--- config.mk ---
export PLATFORM = sky130hd
export DESIGN_NAME = pic_prog_port
export DESIGN_NICKNAME = d
export VERILOG_FILES = /design/src/rtl/pic_port_pkg.sv /design/src/rtl/pic_cmd_decode.sv /design/src/rtl/pic_setup_fsm.sv /design/src/rtl/pic_view_ctl.sv /design/src/rtl/pic_prog_port.sv
export SDC_FILE = /design/constraint.sdc
export NUM_CORES = 1
export LEC_CHECK = 0
export ABC_AREA = 1
export BUFFER_PORTS_ARGS = -buffer_cell sky130_fd_sc_hd__buf_2
export CAP_MARGIN = 20
export CELL_PAD_IN_SITES_DETAIL_PLACEMENT = 0
export CELL_PAD_IN_SITES_GLOBAL_PLACEMENT = 1
export CORE_AREA = 2 2 72 88
export DETAILED_ROUTE_END_ITERATION = 10
export DIE_AREA = 0 0 74 90
export HOLD_SLACK_MARGIN = 0.02
export PLACE_DENSITY_LB_ADDON = 0.2
export SYNTH_ARGS = -nofsm -noshare
export SYNTH_HDL_FRONTEND = slang
export SYNTH_SLANG_ARGS = --single-unit
export TNS_END_PERCENT = 20
--- constraint.sdc ---
create_clock -name clk -period 3.2 [get_ports clk]
set_input_delay 0.16 -clock clk [delete_from_list [all_inputs] [get_ports clk]]
set_output_delay 0.16 -clock clk [all_outputs]
set_load 0.05 [all_outputs]
--- src/rtl/pic_port_pkg.sv ---
package pic_port_pkg;

    typedef enum logic [1:0] {
        ST_RUN  = 2'd0,
        ST_BASE = 2'd1,
        ST_LINK = 2'd2,
        ST_MODE = 2'd3
    } setup_state_e;

    typedef enum logic [2:0] {
        OP_ROT_OFF    = 3'd0,
        OP_EOI        = 3'd1,
        OP_NOP        = 3'd2,
        OP_EOI_AT     = 3'd3,
        OP_ROT_ON     = 3'd4,
        OP_EOI_ROT    = 3'd5,
        OP_SET_PRIO   = 3'd6,
        OP_EOI_AT_ROT = 3'd7
    } rank_op_e;

    // bit positions inside written bytes
    localparam int SETUP_BIT     = 4;
    localparam int VIEW_BIT      = 3;
    localparam int NEED_MODE_BIT = 0;
    localparam int MODE_NEST_BIT = 4;
    localparam int MODE_AUTO_BIT = 1;
    localparam int POLL_BIT      = 2;
    localparam int SEL_EN_BIT    = 1;
    localparam int SEL_SVC_BIT   = 0;
    localparam int SMASK_EN_BIT  = 6;
    localparam int SMASK_VAL_BIT = 5;
    localparam int OP_W          = 3;

endpackage

--- src/rtl/pic_cmd_decode.sv ---
module pic_cmd_decode (
    input  logic wr_en,
    input  logic addr,
    input  logic b_setup,
    input  logic b_view,
    output logic setup_start,
    output logic view_wr,
    output logic rank_wr,
    output logic word_wr
);
    always_comb begin
        setup_start = wr_en && !addr && b_setup;
        view_wr     = wr_en && !addr && !b_setup && b_view;
        rank_wr     = wr_en && !addr && !b_setup && !b_view;
        word_wr     = wr_en && addr;
    end
endmodule

--- src/rtl/pic_setup_fsm.sv ---
module pic_setup_fsm
    import pic_port_pkg::*;
(
    input  logic         clk,
    input  logic         rst_n,
    input  logic         setup_start,
    input  logic         word_wr,
    input  logic         need_mode,
    output setup_state_e state,
    output logic         take_base,
    output logic         take_mode,
    output logic         mask_load
);
    setup_state_e nxt;

    // state register
    always_ff @(posedge clk) begin
        if (!rst_n)
            state <= ST_RUN;
        else if (setup_start)
            state <= ST_BASE;
        else
            state <= nxt;
    end

    // next state
    always_comb begin
        nxt = state;
        unique case (state)
            ST_RUN:  nxt = ST_RUN;
            ST_BASE: if (word_wr) nxt = ST_LINK;
            ST_LINK: if (word_wr) nxt = need_mode ? ST_MODE : ST_RUN;
            ST_MODE: if (word_wr) nxt = ST_RUN;
        endcase
    end

    // outputs
    always_comb begin
        take_base = word_wr && (state == ST_BASE);
        take_mode = word_wr && (state == ST_MODE);
        mask_load = word_wr && (state == ST_RUN);
    end


    restart_chk: assert property (@(posedge clk) disable iff (!rst_n)
        setup_start |=> (state == ST_BASE));


    link_skip_chk: assert property (@(posedge clk) disable iff (!rst_n)
        (state == ST_LINK && word_wr && !setup_start && !need_mode) |=> (state == ST_RUN));


    link_mode_chk: assert property (@(posedge clk) disable iff (!rst_n)
        (state == ST_LINK && word_wr && !setup_start && need_mode) |=> (state == ST_MODE));

endmodule

--- src/rtl/pic_view_ctl.sv ---
module pic_view_ctl #(
    parameter int LINES = 8,
    localparam int DATA_W = LINES,
    localparam int IDX_W = $clog2(LINES)
) (
    input  logic              clk,
    input  logic              rst_n,
    input  logic              setup_start,
    input  logic              view_wr,
    input  logic              poll_req,
    input  logic              sel_en,
    input  logic              sel_svc,
    input  logic              smask_en,
    input  logic              smask_val,
    input  logic              rd_en,
    input  logic              addr,
    input  logic [DATA_W-1:0] req_vec,
    input  logic [DATA_W-1:0] svc_vec,
    input  logic [DATA_W-1:0] mask,
    input  logic              pend_valid,
    input  logic [IDX_W-1:0]  pend_num,
    output logic [DATA_W-1:0] rdata,
    output logic              spec_mask,
    output logic              poll_ack,
    output logic [IDX_W-1:0]  poll_num
);
    localparam logic [IDX_W-1:0] IDLE_NUM = IDX_W'(LINES - 1);

    logic poll_armed;
    logic read_svc;
    logic [IDX_W-1:0] poll_code;

    always_ff @(posedge clk) begin
        if (!rst_n) begin
            poll_armed <= 1'b0;
            read_svc   <= 1'b0;
            spec_mask  <= 1'b0;
            poll_ack   <= 1'b0;
            poll_num   <= '0;
        end else begin
            poll_ack <= rd_en && poll_armed && pend_valid;
            if (rd_en && poll_armed)
                poll_num <= pend_num;
            if (view_wr && poll_req)
                poll_armed <= 1'b1;
            else if (rd_en)
                poll_armed <= 1'b0;
            if (setup_start) begin
                read_svc  <= 1'b0;
                spec_mask <= 1'b0;
            end else if (view_wr) begin
                if (sel_en)   read_svc  <= sel_svc;
                if (smask_en) spec_mask <= smask_val;
            end
        end
    end

    always_comb begin
        poll_code = pend_valid ? pend_num : IDLE_NUM;
        if (poll_armed)
            rdata = {{(DATA_W-IDX_W){1'b0}}, poll_code};
        else if (addr)
            rdata = mask;
        else
            rdata = read_svc ? svc_vec : req_vec;
    end


    poll_ack_src_chk: assert property (@(posedge clk) disable iff (!rst_n)
        poll_ack |-> $past(rd_en && pend_valid));


    smask_hold_chk: assert property (@(posedge clk) disable iff (!rst_n)
        (!$past(view_wr) && !$past(setup_start)) |-> $stable(spec_mask));

endmodule

--- src/rtl/pic_prog_port.sv ---
module pic_prog_port
    import pic_port_pkg::*;
#(
    parameter int LINES = 8,
    localparam int DATA_W = LINES,
    localparam int IDX_W = $clog2(LINES)
) (
    input  logic              clk,
    input  logic              rst_n,
    input  logic              wr_en,
    input  logic              rd_en,
    input  logic              addr,
    input  logic [DATA_W-1:0] wdata,
    output logic [DATA_W-1:0] rdata,
    input  logic [DATA_W-1:0] req_vec,
    input  logic [DATA_W-1:0] svc_vec,
    input  logic              pend_valid,
    input  logic [IDX_W-1:0]  pend_num,
    output logic [DATA_W-1:0] mask_o,
    output logic [DATA_W-1:0] vec_base,
    output logic              auto_eoi,
    output logic              nest_mode,
    output logic              rot_auto_eoi,
    output logic              spec_mask,
    output logic              setup_busy,
    output logic              level_clr,
    output logic              cmd_valid,
    output logic [OP_W-1:0]   cmd_op,
    output logic [IDX_W-1:0]  cmd_level,
    output logic              poll_ack,
    output logic [IDX_W-1:0]  poll_num
);
    localparam logic [DATA_W-1:0] BASE_KEEP = ~DATA_W'(LINES - 1);

    logic setup_start, view_wr, rank_wr, word_wr;
    logic take_base, take_mode, mask_load;
    logic need_mode;
    setup_state_e state;
    rank_op_e op_in;

    assign op_in = rank_op_e'(wdata[DATA_W-1 -: OP_W]);

    pic_cmd_decode u_dec (
        .wr_en       (wr_en),
        .addr        (addr),
        .b_setup     (wdata[SETUP_BIT]),
        .b_view      (wdata[VIEW_BIT]),
        .setup_start (setup_start),
        .view_wr     (view_wr),
        .rank_wr     (rank_wr),
        .word_wr     (word_wr)
    );

    pic_setup_fsm u_fsm (
        .clk         (clk),
        .rst_n       (rst_n),
        .setup_start (setup_start),
        .word_wr     (word_wr),
        .need_mode   (need_mode),
        .state       (state),
        .take_base   (take_base),
        .take_mode   (take_mode),
        .mask_load   (mask_load)
    );

    pic_view_ctl #(.LINES(LINES)) u_view (
        .clk         (clk),
        .rst_n       (rst_n),
        .setup_start (setup_start),
        .view_wr     (view_wr),
        .poll_req    (wdata[POLL_BIT]),
        .sel_en      (wdata[SEL_EN_BIT]),
        .sel_svc     (wdata[SEL_SVC_BIT]),
        .smask_en    (wdata[SMASK_EN_BIT]),
        .smask_val   (wdata[SMASK_VAL_BIT]),
        .rd_en       (rd_en),
        .addr        (addr),
        .req_vec     (req_vec),
        .svc_vec     (svc_vec),
        .mask        (mask_o),
        .pend_valid  (pend_valid),
        .pend_num    (pend_num),
        .rdata       (rdata),
        .spec_mask   (spec_mask),
        .poll_ack    (poll_ack),
        .poll_num    (poll_num)
    );

    assign setup_busy = (state != ST_RUN);

    // setup and mask registers
    always_ff @(posedge clk) begin
        if (!rst_n) begin
            mask_o    <= '0;
            vec_base  <= '0;
            need_mode <= 1'b0;
            nest_mode <= 1'b0;
            auto_eoi  <= 1'b0;
            level_clr <= 1'b0;
        end else if (setup_start) begin
            mask_o    <= '0;
            vec_base  <= '0;
            need_mode <= wdata[NEED_MODE_BIT];
            level_clr <= 1'b1;
            if (!wdata[NEED_MODE_BIT]) begin
                nest_mode <= 1'b0;
                auto_eoi  <= 1'b0;
            end
        end else begin
            level_clr <= 1'b0;
            if (take_base) vec_base <= wdata & BASE_KEEP;
            if (take_mode) begin
                nest_mode <= wdata[MODE_NEST_BIT];
                auto_eoi  <= wdata[MODE_AUTO_BIT];
            end
            if (mask_load) mask_o <= wdata;
        end
    end

    // rank commands
    always_ff @(posedge clk) begin
        if (!rst_n) begin
            rot_auto_eoi <= 1'b0;
            cmd_valid    <= 1'b0;
            cmd_op       <= '0;
            cmd_level    <= '0;
        end else begin
            cmd_valid <= 1'b0;
            if (rank_wr) begin
                unique case (op_in)
                    OP_ROT_OFF: rot_auto_eoi <= 1'b0;
                    OP_ROT_ON:  rot_auto_eoi <= 1'b1;
                    OP_NOP:     ;
                    OP_EOI, OP_EOI_AT, OP_EOI_ROT, OP_SET_PRIO, OP_EOI_AT_ROT: begin
                        cmd_valid <= 1'b1;
                        cmd_op    <= op_in;
                        cmd_level <= wdata[IDX_W-1:0];
                    end
                endcase
            end
        end
    end


    mask_hold_chk: assert property (@(posedge clk) disable iff (!rst_n)
        !$past(wr_en) |-> (mask_o == $past(mask_o)));


    cmd_src_chk: assert property (@(posedge clk) disable iff (!rst_n)
        cmd_valid |-> $past(wr_en && !addr && wdata[SETUP_BIT:VIEW_BIT] == 2'b00));


    busy_after_setup_chk: assert property (@(posedge clk) disable iff (!rst_n)
        (wr_en && !addr && wdata[SETUP_BIT]) |=> (setup_busy && level_clr));


    mode_hold_chk: assert property (@(posedge clk) disable iff (!rst_n)
        !$past(wr_en) |-> ($stable(auto_eoi) && $stable(nest_mode)));

endmodule

* Yosys cells after proc, flatten, opt, wreduce, memory -nomap -nowiden
Index checks and enable logic that the tools add are counted.
** Word-level totals
- Bits in registers :: 34
- Input bits :: 33
- Output and inout bits :: 41
- Logic and storage cells :: 85
** Cells by class
- Eq/ne operators :: 16
- Muxes and demuxes :: 20
- Bitwise operators :: 1
- Reduce and logical (&&, ||, !) cells :: 31
** Operators with widths (number)
- 8-bit two-way mux :: 3
- 3-bit equality test, second input constant :: 4
- 1-bit logical AND :: 12
- 2-bit AND reduction :: 6
- 1-bit two-way mux :: 10
- 3-bit by 2-bit inequality test with 1-bit output, second input constant :: 3
- 2-bit two-way mux :: 4
- 2-bit case mux with 4 select lines :: 1
- 2-bit nonzero test :: 4
- 2-bit by 1-bit inequality test with 1-bit output, second input constant :: 3
- 3-bit AND reduction :: 2
- 5-bit OR reduction :: 1
- 2-bit equality test, second input constant :: 2
- 3-bit by 1-bit equality test with 1-bit output, second input constant :: 1
- 3-bit by 2-bit equality test with 1-bit output, second input constant :: 1
- 1-bit zero test :: 3
- 3-bit zero test :: 1
- 3-bit two-way mux :: 1
- 2-bit by 1-bit equality test with 1-bit output, second input constant :: 1
- 2-bit zero test :: 1
- 2-bit inequality test, second input constant :: 1
- 1-bit case mux with 2 select lines :: 1
- 2-bit OR reduction :: 1
- 1-bit inverter :: 1

* Longest topological paths before layout
- Depth after elaboration :: 6
- Gate-level depth with buffers :: 8
- Depth with buffers taken out :: 7

* Cells and area by module
From an unflattened synthesis, not the netlist that was laid out.
** Unflattened totals
- Cells, all modules :: 264
- Area total of the unflattened synthesis :: 1860.5 um^2
** By module, submodules not included
- pic_prog_port :: instances 1, cells an instance 119, area an instance 1047.3 um^2, seq. area each 500.5 um^2
- pic_view_ctl :: instances 1, cells an instance 95, area an instance 535.5 um^2, seq. area each 140.1 um^2
- pic_setup_fsm :: instances 1, cells an instance 40, area an instance 239.0 um^2, seq. area each 40.0 um^2
- pic_cmd_decode :: instances 1, cells an instance 10, area an instance 38.8 um^2, seq. area each 0.0 um^2

* Least setup slack after synthesis
Ideal clock, no wire load.
- Path type :: reg-to-output
- From :: register mask_o[0]
- To :: output rdata[0]
- Arrival time :: 1.899 ns
- Data required time :: 3.040 ns
- Path slack :: 1.141 ns
- Stages on the path, launching flop included :: 3
- Buffers on the path :: 0
- Path through :: dfxtp_1 -> o21ai_0 -> o21ai_0
** On the way
- Longest elaborated chain between the ends :: 2
** RTL lines
- start, declared :: line pic_prog_port.sv:19 : output logic [DATA_W-1:0] mask_o,
- start signal, assigned :: line pic_prog_port.sv:116 : if (mask_load) mask_o <= wdata;
- 8-bit two-way mux :: line pic_view_ctl.sv:62 : else if (addr)
- 8-bit two-way mux :: line pic_view_ctl.sv:60 : if (poll_armed)
- end, declared :: line pic_prog_port.sv:14 : output logic [DATA_W-1:0] rdata,
No other way between the ends.

* Worst setup path in the final report
- From :: register u_view.read_svc
- To :: output rdata[2]
** On the way
- Longest elaborated chain between the ends :: 3
** RTL lines
- start, declared :: line pic_view_ctl.sv:30 : logic read_svc;
- start signal, assigned :: line pic_view_ctl.sv:52 : if (sel_en) read_svc <= sel_svc;
- 8-bit two-way mux :: line pic_view_ctl.sv:65 : rdata = read_svc ? svc_vec : req_vec;
- 8-bit two-way mux :: line pic_view_ctl.sv:62
- 8-bit two-way mux :: line pic_view_ctl.sv:60
No other way between the ends.

==> results_dict.tcl <==
set metrics [dict create \
    status "finished clean" \
    final-hold-violation-count 0 \
    fin_skew_ns 0.00476 \
    coreArea_um2 5860 \
    rr_worst_depth 5 \
    wl_per_cell_um 12.1 \
    placed_cells 387 \
    vias_per_cell 4.46 \
    diodes 0 \
    syn-cell-area_um2 1680 \
    cts_buffer_depth 2 \
    ys_types 25 \
    std_cell_rows 31 \
    slew_violations 0 \
    syn_avg_cell_area_um2 6.87 \
    max_slew_margin_pct 64.2 \
    ys.flop_type "dfxtp_1" \
    use_met3_pct 3.92 \
    period_needed_ns 1.84 \
    reg2reg_slack_ns 1.82 \
    hold_class "primary input to flop" \
    grt.total_usage_pct 14.9 \
    pwr_density_cell_nw_per_um2 432 \
    worst_slew_pin_slew_ns 0.535 \
    setup_violations 0 \
    final_antenna_net_count 0 \
    syn_inst 245 \
    cp_data_required_time_ns 3.04 \
    grt_max_degree 19 \
    start_kind "flop" \
    wl_mm 4.75 \
    ys_async_sr_fraction_pct 0 \
    min_path_cells 3 \
    ys_seq_area_share_pct 40.4 \
    cts.clk_slew.worst_paths_ns 0.06 \
    cts_resized 0 \
    p_leak_nw 1.08 \
    drt_iter0_drc 39 \
    die_h_um 90 \
    utilization_pct 36.5 \
    path_class "flop to primary output" \
    tns_ns 0 \
    grt_util_met2_pct 22.2 \
    start_util_pct 28.7 \
    grt-ovfl-total 0 \
    drive_above_1_share_pct 26.6 \
    dieArea_um2 6660 \
    fmax_mhz 543 \
    grt_busiest_layer "met2" \
    syn2layout_area_growth_pct 26.9 \
    yosysWarnings 0 \
    cts_buffers 5 \
    synth_edf_count 0 \
    max-vdd-ir-drop_uv 164 \
    dr.pass1.iters 4 \
    post_cts_buffers 0 \
    drcViolationCount 0 \
    grt_pass1_vias 1596 \
    cts_tree "done" \
    cts-root-buf "clkbuf_8" \
    io_pins 74 \
    cp_max_fo 9 \
    crit_path_end_kind "primary output" \
    rsz0062_at_grt "no" \
    cts_max_level 2 \
    clk_latency_ns 0.28 \
    antenna_found_initial 0 \
    fin_crit_sh_pct 57.6 \
    vias 1759 \
    cts_hold_buf 0 \
    cts_sinks 34 \
    place_congestion 0.789 \
    grt_first_pass_wirelength_mm 7.74 \
    dpl.hpwl_mm 3.61 \
    ys_ff_latch 34 \
    crit_arrival_ns 1.68 \
    gr-usage-met1_pct 20.5 \
    final_cell_count_no_fill 394 \
    layout.nets 349 \
    die_x_um 74 \
    cap_violations 0 \
    port-buffer-count 70 \
]
[metrics by stage]
step                      setup slack [ns]  hold WS [ns]  cell area, um2  power [W]
after floorplan                       1.14         0.294            1690   0.000585
after global placement                1.67         0.438            2060   0.000640
after detailed placement              1.64         0.441            2060   0.000639
after CTS                             1.33         0.155            2140   0.000936
after global routing                  1.14         0.176            2140   0.000968
final                                 1.36         0.160            2140   0.000922
[path summary, 6_finish.rpt]
| path | start | endpoint |
|---|---|---|
| max | u_view.read_svc | rdata[2] |
| min | wdata[0] | u_view.read_svc |
| max reg2reg | u_fsm.state[1] | mask_o[0] |
| min reg2reg | vec_base[6] | vec_base[6] |
[cells in the mapped netlist (all sizes together) (4+ instances only)]
cell type | instances | share of area [%]
a21oi | 21 | 6.2
buf | 10 | 4.5
dfxtp | 34 | 40
ha | 4 | 3.0
inv | 29 | 6.6
nand2 | 56 | 13
nand3 | 31 | 9.5
nand4 | 5 | 1.9
nor2 | 29 | 6.6
o211ai | 6 | 2.7
o21ai | 11 | 3.3
[layout by cell type (no fill, tap or decap), types with 4 or more instances in the layout]
| cell type | instances |
|---|---|
| nor2_1 | 28 |
| buf_2 | 70 |
| ha_1 | 4 |
| nand4_1 | 5 |
| clkbuf_8 | 5 |
| a21oi_1 | 21 |
| dfxtp_1 | 34 |
| nand3_1 | 30 |
| o21ai_0 | 11 |
| nand2_1 | 55 |
| o211ai_1 | 6 |
| inv_1 | 26 |
[area by class of cell]
class | count | area, um2
fillers | 672 | 3720
multi-input cells | 171 | 811
flip-flops and latches | 34 | 681
repair buffers | 70 | 350
inverters | 30 | 115
well taps | 82 | 103
clock buffers | 7 | 76.3
[state kept, by name, summed over array words and instances (netlist names), 2 cells and up]
register         flops
u_fsm.state          2
u_view.poll_num      3
vec_base             5
cmd_op               3
cmd_level            3
mask_o               8
[critical path, stage by stage (launching register included)]
cell	delay (ns)
dfxtp_1	0.50
clkinv_1	0.31
nand2_1	0.12
nand3_1	0.06
o21ai_0	0.10
o21ai_0	0.11
buf_2	0.22
[where the power goes]
group	leakage, nW	internal, W	switching [W]
Clock	0.0383	0.000150	0.000144
Combinational	0.763	0.0000477	0.000140
Sequential	0.275	0.000433	0.00000715
Total	1.08	0.000631	0.000291
[logic make-up (layout without fill, tap and decap cells)]
logic type / count (synthesis) / in the layout / synth area share, %
buf+inv: 42 / 107 / 11.8
flops: 34 / 34 / 40.4
fa+ha+maj: 4 / 4 / 2.97
compound gates: 39 / 39 / 12.6
other cells: 1 / 3 / 0.223
simple gates: 125 / 125 / 32.0
[per-layer routing]
layer,wire (um),share of wire (%)
met1,2260,48
met2,2150,45
met3,301,6.3
met4,36,0.76
met5,0,0
No activity file was read; power rests on OpenSTA's default activity.
